[src/rtl/sram_seq_pkg.sv]
package sram_seq_pkg;

  typedef enum logic [1:0] {
    PH_IDLE   = 2'd0,
    PH_SETUP  = 2'd1,
    PH_STROBE = 2'd2,
    PH_TAIL   = 2'd3
  } phase_t;

  function automatic int at_least(input int v, input int m);
    return (v < m) ? m : v;
  endfunction

  function automatic int at_most(input int v, input int m);
    return (v > m) ? m : v;
  endfunction

endpackage

[src/rtl/sram_seq_timer.sv]
module sram_seq_timer #(
  parameter int CNT_W = 4
) (
  input  logic             clk,
  input  logic             rst_n,
  input  logic             run,
  input  logic [CNT_W-1:0] len,
  output logic [CNT_W-1:0] cnt,
  output logic             last
);

  assign last = run && (cnt == len - CNT_W'(1));

  always_ff @(posedge clk or negedge rst_n) begin
    if (!rst_n)
      cnt <= '0;
    else if (!run || last)
      cnt <= '0;
    else
      cnt <= cnt + CNT_W'(1);
  end

endmodule

[src/rtl/sram_seq_ctrl.sv]
module sram_seq_ctrl
  import sram_seq_pkg::*;
#(
  parameter int CNT_W         = 4,
  parameter int SETUP_LEN     = 1,
  parameter int WR_STROBE_LEN = 2,
  parameter int RD_STROBE_LEN = 2,
  parameter int WR_TAIL_LEN   = 1,
  parameter int RD_TAIL_LEN   = 1
) (
  input  logic             clk,
  input  logic             rst_n,
  input  logic             req_valid,
  input  logic             req_write,
  output logic             req_ready,
  output logic             accept,
  output phase_t           phase,
  output logic             is_wr,
  output logic             run,
  output logic [CNT_W-1:0] len,
  input  logic             last,
  output logic             strobe_end
);

  phase_t phase_q, phase_d;
  logic   wr_q;

  assign req_ready  = (phase_q == PH_IDLE);
  assign accept     = req_valid && req_ready;
  assign phase      = phase_q;
  assign is_wr      = wr_q;
  assign run        = (phase_q != PH_IDLE);
  assign strobe_end = (phase_q == PH_STROBE) && last;

  always_comb begin
    unique case (phase_q)
      PH_SETUP:  len = CNT_W'(SETUP_LEN);
      PH_STROBE: len = wr_q ? CNT_W'(WR_STROBE_LEN) : CNT_W'(RD_STROBE_LEN);
      PH_TAIL:   len = wr_q ? CNT_W'(WR_TAIL_LEN) : CNT_W'(RD_TAIL_LEN);
      default:   len = CNT_W'(1);
    endcase
  end

  always_comb begin
    phase_d = phase_q;
    unique case (phase_q)
      PH_IDLE:   if (accept) phase_d = PH_SETUP;
      PH_SETUP:  if (last) phase_d = PH_STROBE;
      PH_STROBE: if (last) phase_d = PH_TAIL;
      PH_TAIL:   if (last) phase_d = PH_IDLE;
      default:   phase_d = PH_IDLE;
    endcase
  end

  always_ff @(posedge clk or negedge rst_n) begin
    if (!rst_n) begin
      phase_q <= PH_IDLE;
      wr_q    <= 1'b0;
    end else begin
      phase_q <= phase_d;
      if (accept) wr_q <= req_write;
    end
  end

  // once a request is taken the block is busy in the next cycle
  a_r2_busy_after_accept: assert property (@(posedge clk) disable iff (!rst_n)
    accept |=> !req_ready);

  // the final tail cycle hands straight back to ready
  a_r10_ready_after_tail: assert property (@(posedge clk) disable iff (!rst_n)
    (phase_q == PH_TAIL && last) |=> req_ready);

endmodule

[src/rtl/sram_seq_bus.sv]
module sram_seq_bus
  import sram_seq_pkg::*;
#(
  parameter int ADDR_W    = 16,
  parameter int DATA_W    = 16,
  parameter int CNT_W     = 4,
  parameter int PULSE_LEN = 2,
  parameter int LEAD_LEN  = 1,
  parameter int DHOLD_LEN = 1
) (
  input  logic              clk,
  input  logic              rst_n,
  input  logic              accept,
  input  logic [ADDR_W-1:0] req_addr,
  input  logic [DATA_W-1:0] req_wdata,
  input  phase_t            phase,
  input  logic              is_wr,
  input  logic [CNT_W-1:0]  cnt,
  input  logic              strobe_end,
  output logic              rsp_valid,
  output logic [DATA_W-1:0] rsp_rdata,
  output logic [ADDR_W-1:0] sram_addr,
  output logic              sram_cs_n,
  output logic              sram_we_n,
  output logic [DATA_W-1:0] sram_dq_o,
  output logic              sram_dq_oe,
  input  logic [DATA_W-1:0] sram_dq_i
);

  localparam int LEAD_START = PULSE_LEN - LEAD_LEN;

  logic [ADDR_W-1:0] addr_q;
  logic [DATA_W-1:0] wdata_q;
  logic [DATA_W-1:0] rdata_q;
  logic              rsp_q;
  logic              in_strobe, lead_win, hold_win;

  assign in_strobe = (phase == PH_STROBE);
  assign lead_win  = in_strobe && (cnt >= CNT_W'(LEAD_START));
  assign hold_win  = (phase == PH_TAIL) && (cnt < CNT_W'(DHOLD_LEN));

  assign sram_addr  = addr_q;
  assign sram_cs_n  = !in_strobe;
  assign sram_we_n  = !(in_strobe && is_wr);
  assign sram_dq_o  = wdata_q;
  assign sram_dq_oe = is_wr && (lead_win || hold_win);
  assign rsp_valid  = rsp_q;
  assign rsp_rdata  = rdata_q;

  always_ff @(posedge clk or negedge rst_n) begin
    if (!rst_n) begin
      addr_q  <= '0;
      wdata_q <= '0;
      rdata_q <= '0;
      rsp_q   <= 1'b0;
    end else begin
      if (accept) begin
        addr_q  <= req_addr;
        wdata_q <= req_wdata;
      end
      if (strobe_end && !is_wr) rdata_q <= sram_dq_i;
      rsp_q <= strobe_end;
    end
  end

  // the write strobe never appears without the chip select
  a_r6_we_needs_cs: assert property (@(posedge clk) disable iff (!rst_n)
    !sram_we_n |-> !sram_cs_n);

  // never drive data while the memory may be driving it
  a_r5_no_drive_on_read: assert property (@(posedge clk) disable iff (!rst_n)
    sram_dq_oe |-> !(!sram_cs_n && sram_we_n));

  // address does not move between consecutive busy cycles
  a_r9_addr_stable: assert property (@(posedge clk) disable iff (!rst_n)
    (phase != PH_IDLE && $past(phase != PH_IDLE)) |-> $stable(sram_addr));

  // completion is a single-cycle pulse
  a_r4_rsp_pulse: assert property (@(posedge clk) disable iff (!rst_n)
    rsp_valid |=> !rsp_valid);

endmodule

[src/rtl/sram_cycle_seq.sv]
module sram_cycle_seq
  import sram_seq_pkg::*;
#(
  parameter int ADDR_W          = 16,
  parameter int DATA_W          = 16,
  parameter int SETUP_CYC       = 1,
  parameter int PULSE_CYC       = 2,
  parameter int WDATA_LEAD_CYC  = 1,
  parameter int WDATA_HOLD_CYC  = 1,
  parameter int ADDR_HOLD_CYC   = 1,
  parameter int ACCESS_CYC      = 3,
  parameter int SEL_TO_DATA_CYC = 2,
  parameter int FLOAT_CYC       = 1
) (
  input  logic              clk,
  input  logic              rst_n,
  input  logic              req_valid,
  output logic              req_ready,
  input  logic              req_write,
  input  logic [ADDR_W-1:0] req_addr,
  input  logic [DATA_W-1:0] req_wdata,
  output logic              rsp_valid,
  output logic [DATA_W-1:0] rsp_rdata,
  output logic [ADDR_W-1:0] sram_addr,
  output logic              sram_cs_n,
  output logic              sram_we_n,
  output logic [DATA_W-1:0] sram_dq_o,
  output logic              sram_dq_oe,
  input  logic [DATA_W-1:0] sram_dq_i
);

  localparam int S_LEN   = at_least(SETUP_CYC, 1);
  localparam int W_LEN   = at_least(PULSE_CYC, 1);
  localparam int LEAD    = at_most(at_least(WDATA_LEAD_CYC, 1), W_LEN);
  localparam int DHOLD   = at_least(WDATA_HOLD_CYC, 1);
  localparam int AHOLD   = at_least(ADDR_HOLD_CYC, 1);
  localparam int ACC     = at_least(ACCESS_CYC, 1);
  localparam int CSD     = at_least(SEL_TO_DATA_CYC, 1);
  localparam int FLT     = at_least(FLOAT_CYC, 1);
  localparam int R_LEN   = at_least(at_least(CSD, ACC - S_LEN), 1);
  localparam int WT_LEN  = at_least(DHOLD, AHOLD);
  localparam int RT_LEN  = at_least(FLT, AHOLD);
  localparam int MAX_LEN = at_least(at_least(at_least(S_LEN, W_LEN), at_least(R_LEN, WT_LEN)), RT_LEN);
  localparam int CNT_W   = $clog2(MAX_LEN + 1) + 1;

  phase_t           phase;
  logic             accept, is_wr, run, last, strobe_end;
  logic [CNT_W-1:0] len, cnt;

  sram_seq_ctrl #(
    .CNT_W(CNT_W), .SETUP_LEN(S_LEN), .WR_STROBE_LEN(W_LEN),
    .RD_STROBE_LEN(R_LEN), .WR_TAIL_LEN(WT_LEN), .RD_TAIL_LEN(RT_LEN)
  ) ctrl_i (
    .clk(clk), .rst_n(rst_n), .req_valid(req_valid), .req_write(req_write),
    .req_ready(req_ready), .accept(accept), .phase(phase), .is_wr(is_wr),
    .run(run), .len(len), .last(last), .strobe_end(strobe_end)
  );

  sram_seq_timer #(.CNT_W(CNT_W)) timer_i (
    .clk(clk), .rst_n(rst_n), .run(run), .len(len), .cnt(cnt), .last(last)
  );

  sram_seq_bus #(
    .ADDR_W(ADDR_W), .DATA_W(DATA_W), .CNT_W(CNT_W),
    .PULSE_LEN(W_LEN), .LEAD_LEN(LEAD), .DHOLD_LEN(DHOLD)
  ) bus_i (
    .clk(clk), .rst_n(rst_n), .accept(accept), .req_addr(req_addr),
    .req_wdata(req_wdata), .phase(phase), .is_wr(is_wr), .cnt(cnt),
    .strobe_end(strobe_end), .rsp_valid(rsp_valid), .rsp_rdata(rsp_rdata),
    .sram_addr(sram_addr), .sram_cs_n(sram_cs_n), .sram_we_n(sram_we_n),
    .sram_dq_o(sram_dq_o), .sram_dq_oe(sram_dq_oe), .sram_dq_i(sram_dq_i)
  );

endmodule

[config.mk]
export PLATFORM = sky130hd
export DESIGN_NAME = sram_cycle_seq
export DESIGN_NICKNAME = d
export VERILOG_FILES = /design/src/rtl/sram_seq_pkg.sv /design/src/rtl/sram_seq_timer.sv /design/src/rtl/sram_seq_ctrl.sv /design/src/rtl/sram_seq_bus.sv /design/src/rtl/sram_cycle_seq.sv
export SDC_FILE = /design/constraint.sdc
export NUM_CORES = 1
export LEC_CHECK = 0
export ABC_AREA = 1
export ABC_CLOCK_PERIOD_IN_PS = 2150
export CORE_ASPECT_RATIO = 1.25
export CORE_MARGIN = 5
export CORE_UTILIZATION = 36
export CTS_BUF_LIST = sky130_fd_sc_hd__clkbuf_16
export CTS_CLUSTER_DIAMETER = 40
export DETAILED_ROUTE_END_ITERATION = 16
export DONT_BUFFER_PORTS = 1
export HOLD_SLACK_MARGIN = 0.08
export PLACE_DENSITY = 0.59
export SLEW_MARGIN = 0
export SYNTH_ARGS = -nofsm -noshare
export SYNTH_HDL_FRONTEND = slang
export SYNTH_SLANG_ARGS = --single-unit
[constraint.sdc]
create_clock -name clk -period 2.15 [get_ports clk]
set_clock_uncertainty 0.1 [all_clocks]
set_input_delay 0.43 -clock clk [delete_from_list [all_inputs] [get_ports clk]]
set_output_delay 0.43 -clock clk [all_outputs]
set_load 0.01 [all_outputs]
======== After elaboration in Yosys (flattened, before gate mapping) ========
Cells that the tools add are included.
storage, ports and cells
  word-level logic and storage cells ...... 43
  memories ................................ 0
  bits in latches ......................... 0
  flip-flop bits (word level) ............. 55
  memory bits (read-only) ................. 0
  bits in writable memories ............... 0
  output and inout bits ................... 53
operators by class
  reductions and logical operators ........ 17
  $mul .................................... 0
  div/mod/pow operators ................... 0
  bitwise operators ....................... 0
  muxes and demuxes ....................... 7
  $lt $le $gt $ge ......................... 2
  eq/ne operators ......................... 8
  add/subtract/negate cells ............... 2
  shifts and indexed selects .............. 0
operators by type and width
  cell                 number
  $mux 2               5
  $logic_and 1x1->1    8
  $pmux 2 s4           1
  $ne 2x2->1 const B   3
  $eq 2x2->1 const B   2
  $logic_not 1->1      4
  $reduce_and 4->1     1
  $add 3x1->3 const B  1
  $eq 3x3->1           1
  $ge 3x1->1 const B   1
  $lt 3x1->1 const B   1
  $mux 3               1
  $sub 2x1->3 const B  1
  $eq 2x1->1 const B   1
  $logic_not 2->1      1
  $logic_or 1x1->1     2
  $ne 2x1->1 const B   1
  $reduce_bool 2->1    1

======== Depth between registers and ports, before layout ========
Gate-level depths: netlist (run 1).
  word-level depth ........................ 7
  depth in mapped cells ................... 9
  mapped depth without buffers ............ 8

======== Hierarchy ========
A second synthesis (run 1) with hierarchy kept.
unflattened totals
  cell total of the unflattened synthesis .. 284
  area total of the unflattened synthesis .. 2456.1 um2
modules (own cells, without submodules)
  module          cells each  area an instance (um2)  times used  sequential area each (um2)
  sram_seq_bus    217         1986.9                  1           1226.2
  sram_seq_ctrl   36          255.2                   1           75.1
  sram_seq_timer  31          214.0                   1           75.1

======== Least setup slack after synthesis (run 1) ========
OpenSTA, ideal clock, no wires.
  path type ............................... register to output
  start point ............................. register ctrl_i.phase_q[0], in the netlist ctrl_i.phase[0]
  end point ............................... output port sram_dq_oe
  path slack .............................. 484 ps
  arrival time ............................ 1136 ps
  data required time ...................... 1620 ps
  stages on the path, launching flop included .. 5
  path buffers ............................ 0
  path through ............................ dfrtp_1 -> inv_1 -> ha_1 -> nand2_1 -> o22ai_1
between the ends
  word-level cells in the longest chain between the ends .. 4
  elaborated cells between the ends (all ways) .. 6
ends and longest elaborated chain
  item                                  RTL line                                source
  from (decl)                           sram_seq_ctrl.sv:25                     phase_t phase_q, phase_d;
  from (signal assigned)                sram_seq_ctrl.sv:60                     phase_q <= phase_d;
  $eq 2x2->1 (on tied branches)         sram_seq_bus.sv:38, sram_seq_bus.sv:40
  $logic_and 1x1->1 (on tied branches)  sram_seq_bus.sv:39, sram_seq_bus.sv:40
  $logic_or 1x1->1 (*)                  sram_seq_bus.sv:46                      assign sram_dq_oe = is_wr && (lead_win || hold_win);
  $logic_and 1x1->1 (*)                 sram_seq_bus.sv:46
  to (decl)                             sram_cycle_seq.sv:28                    output logic sram_dq_oe,
Mark *: on every way between the ends. The rest lies on a longest branch, timed or not.

======== Final worst setup path (run 1) ========
Ends and elaborated chain as after synthesis.

==> reports/qor.csv, run 1 <==
metric;value;unit
outcome;finished, final reports clean;
seq_area;1376;µm²
cap_violations;0;
critPathKind;register to primary output;
numCtsBuffers;5;
viasPerCell;4.633;
drive_gt1_frac;0.2591;
layout_common_cells;nand2_1 (60), dfrtp_1 (55), mux2_2 (32), inv_1 (7), ha_1 (6);
yosysWarnings;0;
setup_tns;0;ps
syn_area;2256;µm²
ys_types;20;
dp_hpwl;3.380;mm
drt_iter0_drc;41;
powerDensity;1587;nW/µm²
grt_max_degree;56;
timing.fmax;493.4;MHz
r2r_end;bus_i.sram_addr[7]$_DFFE_PN0P_;
finalSetupViolations;0;
die_area;7960;µm²
max_slew.worst_pin.slew;370.0;ps
cp.required;1620;ps
finalCriticalPeriod;2027;ps
dieHeight;98.51;µm
tritoncts;built;
hold_violations;0;
synth_fp_nets;246;
crit_fanout;6;
final_antenna_net_count;0;
port_buffers;0;
drtPass1Iterations;3;
place_inst;268;
clockBufferDepth;2;
start_kind;register;
end_kind;primary output;
worst_hold_path.endpoint;bus_i.rsp_rdata[6]$_DFFE_PN0P_;
grt_pass1_vias;1387;
rsz0062_at_grt;false;
wl_per_cell;16.24;µm
fin_cells;278;
worstHoldPathType;primary input to register;
period_share;0.9426;
irDropWorstVdd;563.5;µV
wirelength;4.515;mm
initial_core_util;0.3683;
num_antenna_cells;0;
syn_inst;187;
seq_area_frac_synth;0.6101;
r2r-start;ctrl_i.phase[0]$_DFFE_PN0P_;
p_leak;1.187;nW
synth_seq_cells;55;
cts-root-buf;clkbuf_16;
die_w;80.81;µm
grt.overflow.total;0;
synth.avg_cell_area;12.06;µm²
gp_congestion;0.7378;
slew_violations;0;
post-cts-setup-buffers;0;
ff2ff_path_depth;5;
insertion_delay;280;ps
clk_pin_slew;70;ps
grt_use_total;0.1181;
drc;0;
fillers;588;
htreeDepth;2;
io_pins;105;
slew_headroom;0.7527;
multi_input_area;814.5;µm²
rrSetupSlack;370;ps
min_from;sram_dq_i[6];
vias;1288;
layout.nets;251;
row_count;32;
clkSinkCount;55;
mostFrequentLayoutCell;nand2_1;
grt_pass1_wl;7.258;mm
area_growth;12.98;%
arrival;1500;ps
antenna_found_initial;1;
holdPathStages;2;
coreArea;6126;µm²
==> report_power, final <==
| part | switching [mW] | internal, mW | total, mW |
|---|---|---|---|
| clock | 0.347 | 0.543 | 0.891 |
| sequential | 0.589 | 1.53 | 2.12 |
| combinational | 0.504 | 0.530 | 1.03 |
==> Yosys cell counts <==
library cell	n	share of area
xnor2_1	1	0.0039
nand2_1	60	0.10
buf_6	2	0.010
inv_2	1	0.0017
nand4_4	1	0.0094
a21oi_1	1	0.0022
nor2_4	2	0.010
nand3_1	3	0.0067
o22ai_1	1	0.0028
buf_2	3	0.0067
nand2_4	1	0.0050
nor3_1	1	0.0022
inv_1	7	0.012
or2_2	2	0.0055
nand4_1	1	0.0028
nand2_2	1	0.0028
ha_1	7	0.039
dfrtp_1	55	0.61
mux2_2	32	0.16
nor2_1	5	0.0083
==> critical path, cell delays in order, from the launching register on <==
cell and delay (ps):
dfrtp_1 410, inv_1 120, ha_2 270, nand2_1 140, o22ai_1 270
==> sequential cells by signal, indices dropped and copies added, names as in the netlist <==
register and count:
ctrl_i.is_wr 1, bus_i.rsp_valid 1, bus_i.sram_addr 16, bus_i.sram_dq_o 16
bus_i.rsp_rdata 16, timer_i.cnt 3, ctrl_i.phase 2
==> stage by stage <==
stage	setup WS [ps]	util	power [mW]	hold WS [ps]	instance area, µm²
floorplan	484.4	-	2.896	34.41	2256
global placement	357.7	0.3828	3.149	35.86	2345
detailed placement	346.9	0.3828	3.184	35.65	2345
CTS	31.38	0.4156	4.128	153.4	2546
global route	1.799	0.4161	4.352	153.9	2549
finish	123.3	0.4161	4.045	160.7	2549
==> how the worst max path moves through the flow <==
stage,startpoint,slack (ps),to,cells after the start
6_report,ctrl_i.phase[0]$_DFFE_PN0P_,120,sram_dq_oe,4
5_1_grt,ctrl_i.phase[0]$_DFFE_PN0P_,2,sram_dq_oe,4
4_1_cts,ctrl_i.phase[0]$_DFFE_PN0P_,30,sram_dq_oe,4
3_5_place_dp,ctrl_i.phase[0]$_DFFE_PN0P_,350,sram_dq_oe,4
3_3_place_gp,ctrl_i.phase[0]$_DFFE_PN0P_,360,sram_dq_oe,4
2_1_floorplan,ctrl_i.phase[0]$_DFFE_PN0P_,480,sram_dq_oe,4
==> cell families (layout without fill, tap and decap cells) <==
family                   after synthesis  count (layout)  synth area share
AND/OR/NAND/NOR                       77              77            0.1525
adder cells (fa/ha/maj)                7               7           0.03882
flip-flops                            55              55            0.6101
multiplexers                          32              32            0.1597
buffers and inverters                 13              19           0.02995
AO/OA/AOI/OAI                          2               2          0.004991
XOR/XNOR                               1               1          0.003883
==> final cells by class <==
class                      count  share of cell area
clock buffer                   5             0.04909
clock inverter                 3             0.01522
inverter                       8             0.01178
multi-input combinational    119              0.3196
sequential                    55              0.5400
tap                           85             0.04173
timing repair buffer           3             0.02258
==> routing by layer <==
layer | global-route usage | vias up | part of all wire
met1 | 0.1295 | 621 | 0.35
li1 | - | 608 | -
met5 | 0 | - | 0.0044
met2 | 0.2005 | 51 | 0.54
met4 | 0.04681 | 2 | 0.016
met3 | 0.04753 | 6 | 0.087
==> what timing repair did <==
action                     4_1_cts  5_1_grt
gates resized for setup          0        1
hold buffers                     2        0
hold endpoints to repair        55        0
setup endpoints to repair        0        1
No activity file was read; power rests on OpenSTA's default activity.
==> run 2, diff against run 1 <==
--- a/config.mk
+++ b/config.mk
@@ -19,4 +19,5 @@
 export SLEW_MARGIN = 0
 export SYNTH_ARGS = -nofsm -noshare
 export SYNTH_HDL_FRONTEND = slang
+export SYNTH_HIERARCHICAL = 1
 export SYNTH_SLANG_ARGS = --single-unit
==> run 2 against run 1 <==
Effect of this change: worst setup slack worse by 3.2 ps; count of clock-buffer cells in the layout unchanged; final cell count rose by 37%; via count increased by 34%; fmax decreased by 0.16%; sequential power decreased by 4%; register-to-register slack worse by 250 ps; sequential share of layout area fell by 4.9 points; worst hold slack lost 9.7 ps; die area up 7.9%; critical path depth up 10; clock power is 13% lower; critical path type is now register to register.
==> reports/qor.csv, run 2 <==
metric;value;unit
port_buffers;0;
p_sw;1.730;mW
wl_per_cell;14.19;µm
clockBufferDepth;2;
p_comb_frac;0.331;
period_share;0.9441;
yosysTopAreaCell;dfrtp_1;
grt_max_degree;60;
pwr-share-clk;0.184;
gp_congestion;0.7551;
slew_violations;0;
critPathKind;register to register;
place_inst;363;
fin_cells;380;
clkSinkCount;55;
drt_iter0_drc;62;
crit_top_cell;inv_2;
fillers;670;
layout.nets;351;
ys.flop_type;dfrtp_1;
pre_cts_slack;4.669;ps
synth_commonest_cells;nand2_1 (87), dfrtp_1 (55), inv_1 (50);
p_int;2.490;mW
io_pins;105;
path_cells;inv_2 -> ha_4 -> inv_2 -> inv_2 -> ha_4 -> xnor2_1 -> nor2_1 -> nand2_1 -> nor2_2 -> nand2_2 -> clkinv_4 -> clkbuf_16 -> nand3_1 -> nand2_1;
tritoncts;built;
grt_use_total;0.1236;
yosysWarnings;6;
dieHeight;102.4;µm
seq_area;1376;µm²
clk_pin_slew;70;ps
viasPerCell;4.550;
final_antenna_net_count;0;
drtPass1Iterations;4;
insertion_delay;280;ps
htreeDepth;2;
drive_gt1_frac;0.1229;
hold_violations;0;
mostFrequentLayoutCell;nand2_1;
numCtsBuffers;5;
layout_common_cells;nand2_1 (86), dfrtp_1 (55), inv_1 (46), o21ai_0 (31), nand3_1 (20);
async_reset_ff_frac;1.000;
end_kind;register;
synth_top_area_share;0.5604;
grt.overflow.total;0;
p_seq_frac;0.484;
synth_seq_cells;55;
timing.fmax;492.7;MHz
grt_pass1_vias;1630;
num_antenna_cells;0;
finalSetupViolations;0;
wirelength;5.392;mm
row_count;33;
outcome;finished, final reports clean;
area_growth;14.11;%
vias;1729;
coreArea;6606;µm²
crit_fanout;8;
cp.required;2280;ps
setup_tns;0;ps
fin_util;0.4242;
yosysMostFrequentCell;nand2_1;
rsz0062_at_grt;false;
min_from;req_write;
initial_core_util;0.3718;
synth.avg_cell_area;8.648;µm²
start_kind;register;
p_sw_frac;0.4100;
cpMaxStageDelayCell;dfrtp_1;
die_w;83.88;µm
synth_area_leaders;dfrtp_1 (56%), nand2_1 (13%), inv_1 (7.6%);
grt_pass1_wl;8.549;mm
critical-path-max-stage-delay;390;ps
antenna_found_initial;0;
syn_area;2456;µm²
syn_inst;284;
cap_violations;0;
hold_ws;151.0;ps
irDropWorstVdd;693.6;µV
worstHoldPathType;primary input to register;
ys_types;17;
finalCriticalPeriod;2030;ps
powerDensity;1506;nW/µm²
r2r-start;ctrl_i/phase[0]$_DFFE_PN0P_;
cts-root-buf;clkbuf_16;
die_area;8585;µm²
dp_hpwl;3.845;mm
p_total;4.219;mW
fin_ws;120.2;ps
synth-edff-count;0;
seq_area_frac_synth;0.5604;
stdcell_area;2803;µm²
post_dp_cell_area;2524;µm²
drc;0;
arrival;2160;ps
worstSetupStartpoint;ctrl_i/phase[0]$_DFFE_PN0P_;
multi_input_area;817.0;µm²
p_leak;1.436;nW
synth_fp_nets;343;
## run 2: cell count changes in the layout (fill, tap and decap cells not counted), moves of 2 or more
cell,change
ha_4,+2
mux2_2,-32
inv_1,+39
nor2_4,-2
nand2_2,+3
nand2_1,+26
o21ai_0,+31
or2_2,-2
inv_2,+6
buf_4,+7
nor2_1,+2
nand3_1,+17
## run 2: per-layer routing
metal	vias up	global-route usage	wire length [µm]
met3	6	0.03790	389
met2	64	0.2009	2651
met5	-	0	0
li1	870	-	-
met4	0	0.04455	65
met1	789	0.1572	2286
## run 2: logic make-up (layout without fill, tap and decap cells)
kind of cell	Yosys count	after routing	synth area share
buf+inv	65	73	0.1253
fa+ha+maj	7	7	0.03566
xor+xnor	2	2	0.007133
simple gates	120	121	0.2007
other cells	1	1	0.001527
compound gates	34	34	0.06928
flops	55	55	0.5604
## run 2: area by class of cell
type                       count  share of cell area
timing repair buffer          12             0.05536
tap                           87             0.03884
clock buffer                   5             0.04464
multi-input combinational    165              0.2915
inverter                      53             0.07277
clock inverter                 3            0.005804
sequential                    55              0.4911
## run 2: path summary, 6_finish.rpt
check | to | slack (ps) | depth (start not counted)
setup / recovery | bus_i/rsp_rdata[3]$_DFFE_PN0P_ | 120 | 14
hold / removal | ctrl_i/is_wr$_DFFE_PN0P_ | 150 | 2
setup reg to reg | bus_i/rsp_rdata[3]$_DFFE_PN0P_ | 120 | 14
hold reg to reg | timer_i/cnt[0]$_DFF_PN0_ | 420 | 1
max in group asynchronous | bus_i/rsp_rdata[2]$_DFFE_PN0P_ | 1170 | 2
min in group asynchronous | bus_i/sram_addr[10]$_DFFE_PN0P_ | 550 | 2
## run 2: repair_timing
item                       CTS  global route
buffers inserted             0             5
gates cloned                 1             1
hold endpoints to repair    55             0
gates resized for setup      1             9
setup endpoints to repair   16            18
pin swaps                    0             3
hold buffers                 2             0
## run 2: power groups by stage
stage                     Combinational, mW  Clock, mW  Sequential, mW
after floorplan                        1.03          0            1.97
after global placement                 1.17          0            2.08
after detailed placement               1.23          0            2.08
after CTS                              1.27      0.814            2.07
after global routing                   1.62      0.852            2.11
final                                  1.40      0.778            2.04
## run 2: worst max-delay path, delay by kind of cell (launching register included)
family                     cells  cell delay [ps]
xor gates and xnor gates       1              120
and+or+nand+nor                6              580
DFF                            1              390
adders and majority gates      2              350
buffers and inverters          5              440
==> run 3, diff against run 2 <==
==> constraint.sdc (replaced) <==
create_clock -name clk -period 2.15 [get_ports clk]
set_clock_uncertainty 0.1 [all_clocks]
set_input_delay 0 -clock clk [delete_from_list [all_inputs] [get_ports clk]]
set_output_delay 0 -clock clk [all_outputs]
set_load 0.01 [all_outputs]
==> run 3 against run 2 <==
Effect of this change: sequential share of layout area fell by 7.6 points; worst hold slack got worse by 31 ps; die area unchanged; power up 2.5%; non-clock buffer count rose by 51; critical path depth down 6; clock power hardly changed; count of clock-buffer cells in the layout stayed put; worst setup slack gained 1.3 ps; sequential power hardly changed; via count is 11% higher.
==> reports/qor.csv, run 3 (synthesized netlist as in run 2, its figures left out) <==
metric;value;unit
cts-root-buf;clkbuf_16;
htreeDepth;2;
period_share;0.9435;
insertion_delay;280;ps
dp_hpwl;3.845;mm
arrival;2160;ps
io_pins;105;
viasPerCell;4.471;
pre_cts_slack;4.669;ps
critPathKind;register to register;
r2r_end;ctrl_i/is_wr$_DFFE_PN0P_;
tritoncts;built;
coreArea;6606;µm²
fin_util;0.5019;
dieHeight;102.4;µm
rrSetupSlack;120;ps
layout.nets;402;
initial_core_util;0.3718;
die_area;8585;µm²
grt_pass1_wl;9.597;mm
path_cells;buf_4 -> inv_1 -> ha_2 -> nand2_1 -> inv_2 -> nand2_1 -> dlygate4sd3_1 -> nand2_1;
grt_use_total;0.1386;
clk_pin_slew;70;ps
antenna_found_initial;0;
cpMaxStageDelayCell;dlygate4sd3_1;
area_growth;35.00;%
gp_congestion;0.7551;
slew_violations;0;
r2r-start;ctrl_i/phase[1]$_DFFE_PN0P_;
outcome;finished, final reports clean;
critical-path-max-stage-delay;550;ps
irDropWorstVdd;695.3;µV
fin_ws;121.5;ps
worstSetupStartpoint;ctrl_i/phase[1]$_DFFE_PN0P_;
port_buffers;0;
die_w;83.88;µm
grt_max_degree;60;
row_count;33;
powerDensity;1304;nW/µm²
ff2ff_path_depth;8;
finalCriticalPeriod;2029;ps
layout_common_cells;nand2_1 (86), dfrtp_1 (55), dlygate4sd3_1 (52), inv_1 (46), o21ai_0 (31);
p_total;4.325;mW
vias;1927;
finalSetupViolations;0;
drive_gt1_frac;0.1076;
cp.required;2280;ps
cap_violations;0;
wl_per_cell;14.03;µm
setup_tns;0;ps
crit_fanout;7;
drtPass1Iterations;4;
p_leak;1.645;nW
grt.overflow.total;0;
timing.fmax;493.0;MHz
numCtsBuffers;5;
hold_violations;0;
drt_iter0_drc;118;
clockBufferDepth;2;
crit_top_cell;nand2_1;
drc;0;
end_kind;register;
start_kind;register;
num_antenna_cells;0;
clkSinkCount;55;
grt_pass1_vias;1889;
mostFrequentLayoutCell;nand2_1;
worstHoldPathType;primary input to async pin;
rsz0062_at_grt;false;
final_antenna_net_count;0;
hold_ws;119.8;ps
wirelength;6.045;mm
==> run 3: metal layers <==
metal  track usage  wire (µm)  up-vias
met1        0.1715       2467      886
li1              -          -      973
met3       0.03871        373        9
met2        0.2333       3111       59
met4       0.05074         93        0
met5             0          0        -
==> run 3: per-stage QoR <==
stage | instance area (µm²) | cells
4_1_cts | 3219 | 425
5_1_grt | 3316 | 431
3_5_place_dp | 2524 | 363
6_report | 3316 | 431
3_3_place_gp | 2524 | 363
2_1_floorplan | 2472 | 284
==> run 3: repair_timing <==
item	in CTS	in global routing
gates resized for setup	1	10
cloned	1	1
buffers inserted	0	5
hold buffers	53	0
setup endpoints to repair	16	19
pin swaps	0	3
hold endpoints to repair	106	0
==> run 3: power by group <==
group / internal (mW) / switching, mW
clock: 0.426 / 0.353
sequential: 1.50 / 0.559
combinational: 0.632 / 0.857
==> run 3: worst max-delay path: cells and delay by family (launching register included) <==
family                     cells  cell delay, ps
adders and majority gates      1             260
and+or+nand+nor                3             230
DFF                            1             410
buffers and inverters          4             970
==> run 3: final cells by class <==
class / instances / area (µm²)
fillers: 627 / 3291
flip-flops and latches: 55 / 1376
multi-input cells: 165 / 819.5
repair buffers: 63 / 665.6
inverters: 53 / 203.9
clock buffers: 5 / 125.1
well taps: 87 / 108.9
clock inverters: 3 / 16.27
==> run 3: how the worst max path moves through the flow <==
stage                                                 end  slack (ps)  cells past startpoint
final                            ctrl_i/is_wr$_DFFE_PN0P_         120                      8
after floorplan           bus_i/rsp_rdata[10]$_DFFE_PN0P_           4                     16
after detailed placement   bus_i/rsp_rdata[6]$_DFFE_PN0P_           5                     13
after CTS                  bus_i/rsp_rdata[4]$_DFFE_PN0P_           2                     13
after global routing             ctrl_i/is_wr$_DFFE_PN0P_         0.9                      8
after global placement     bus_i/rsp_rdata[5]$_DFFE_PN0P_          80                     13
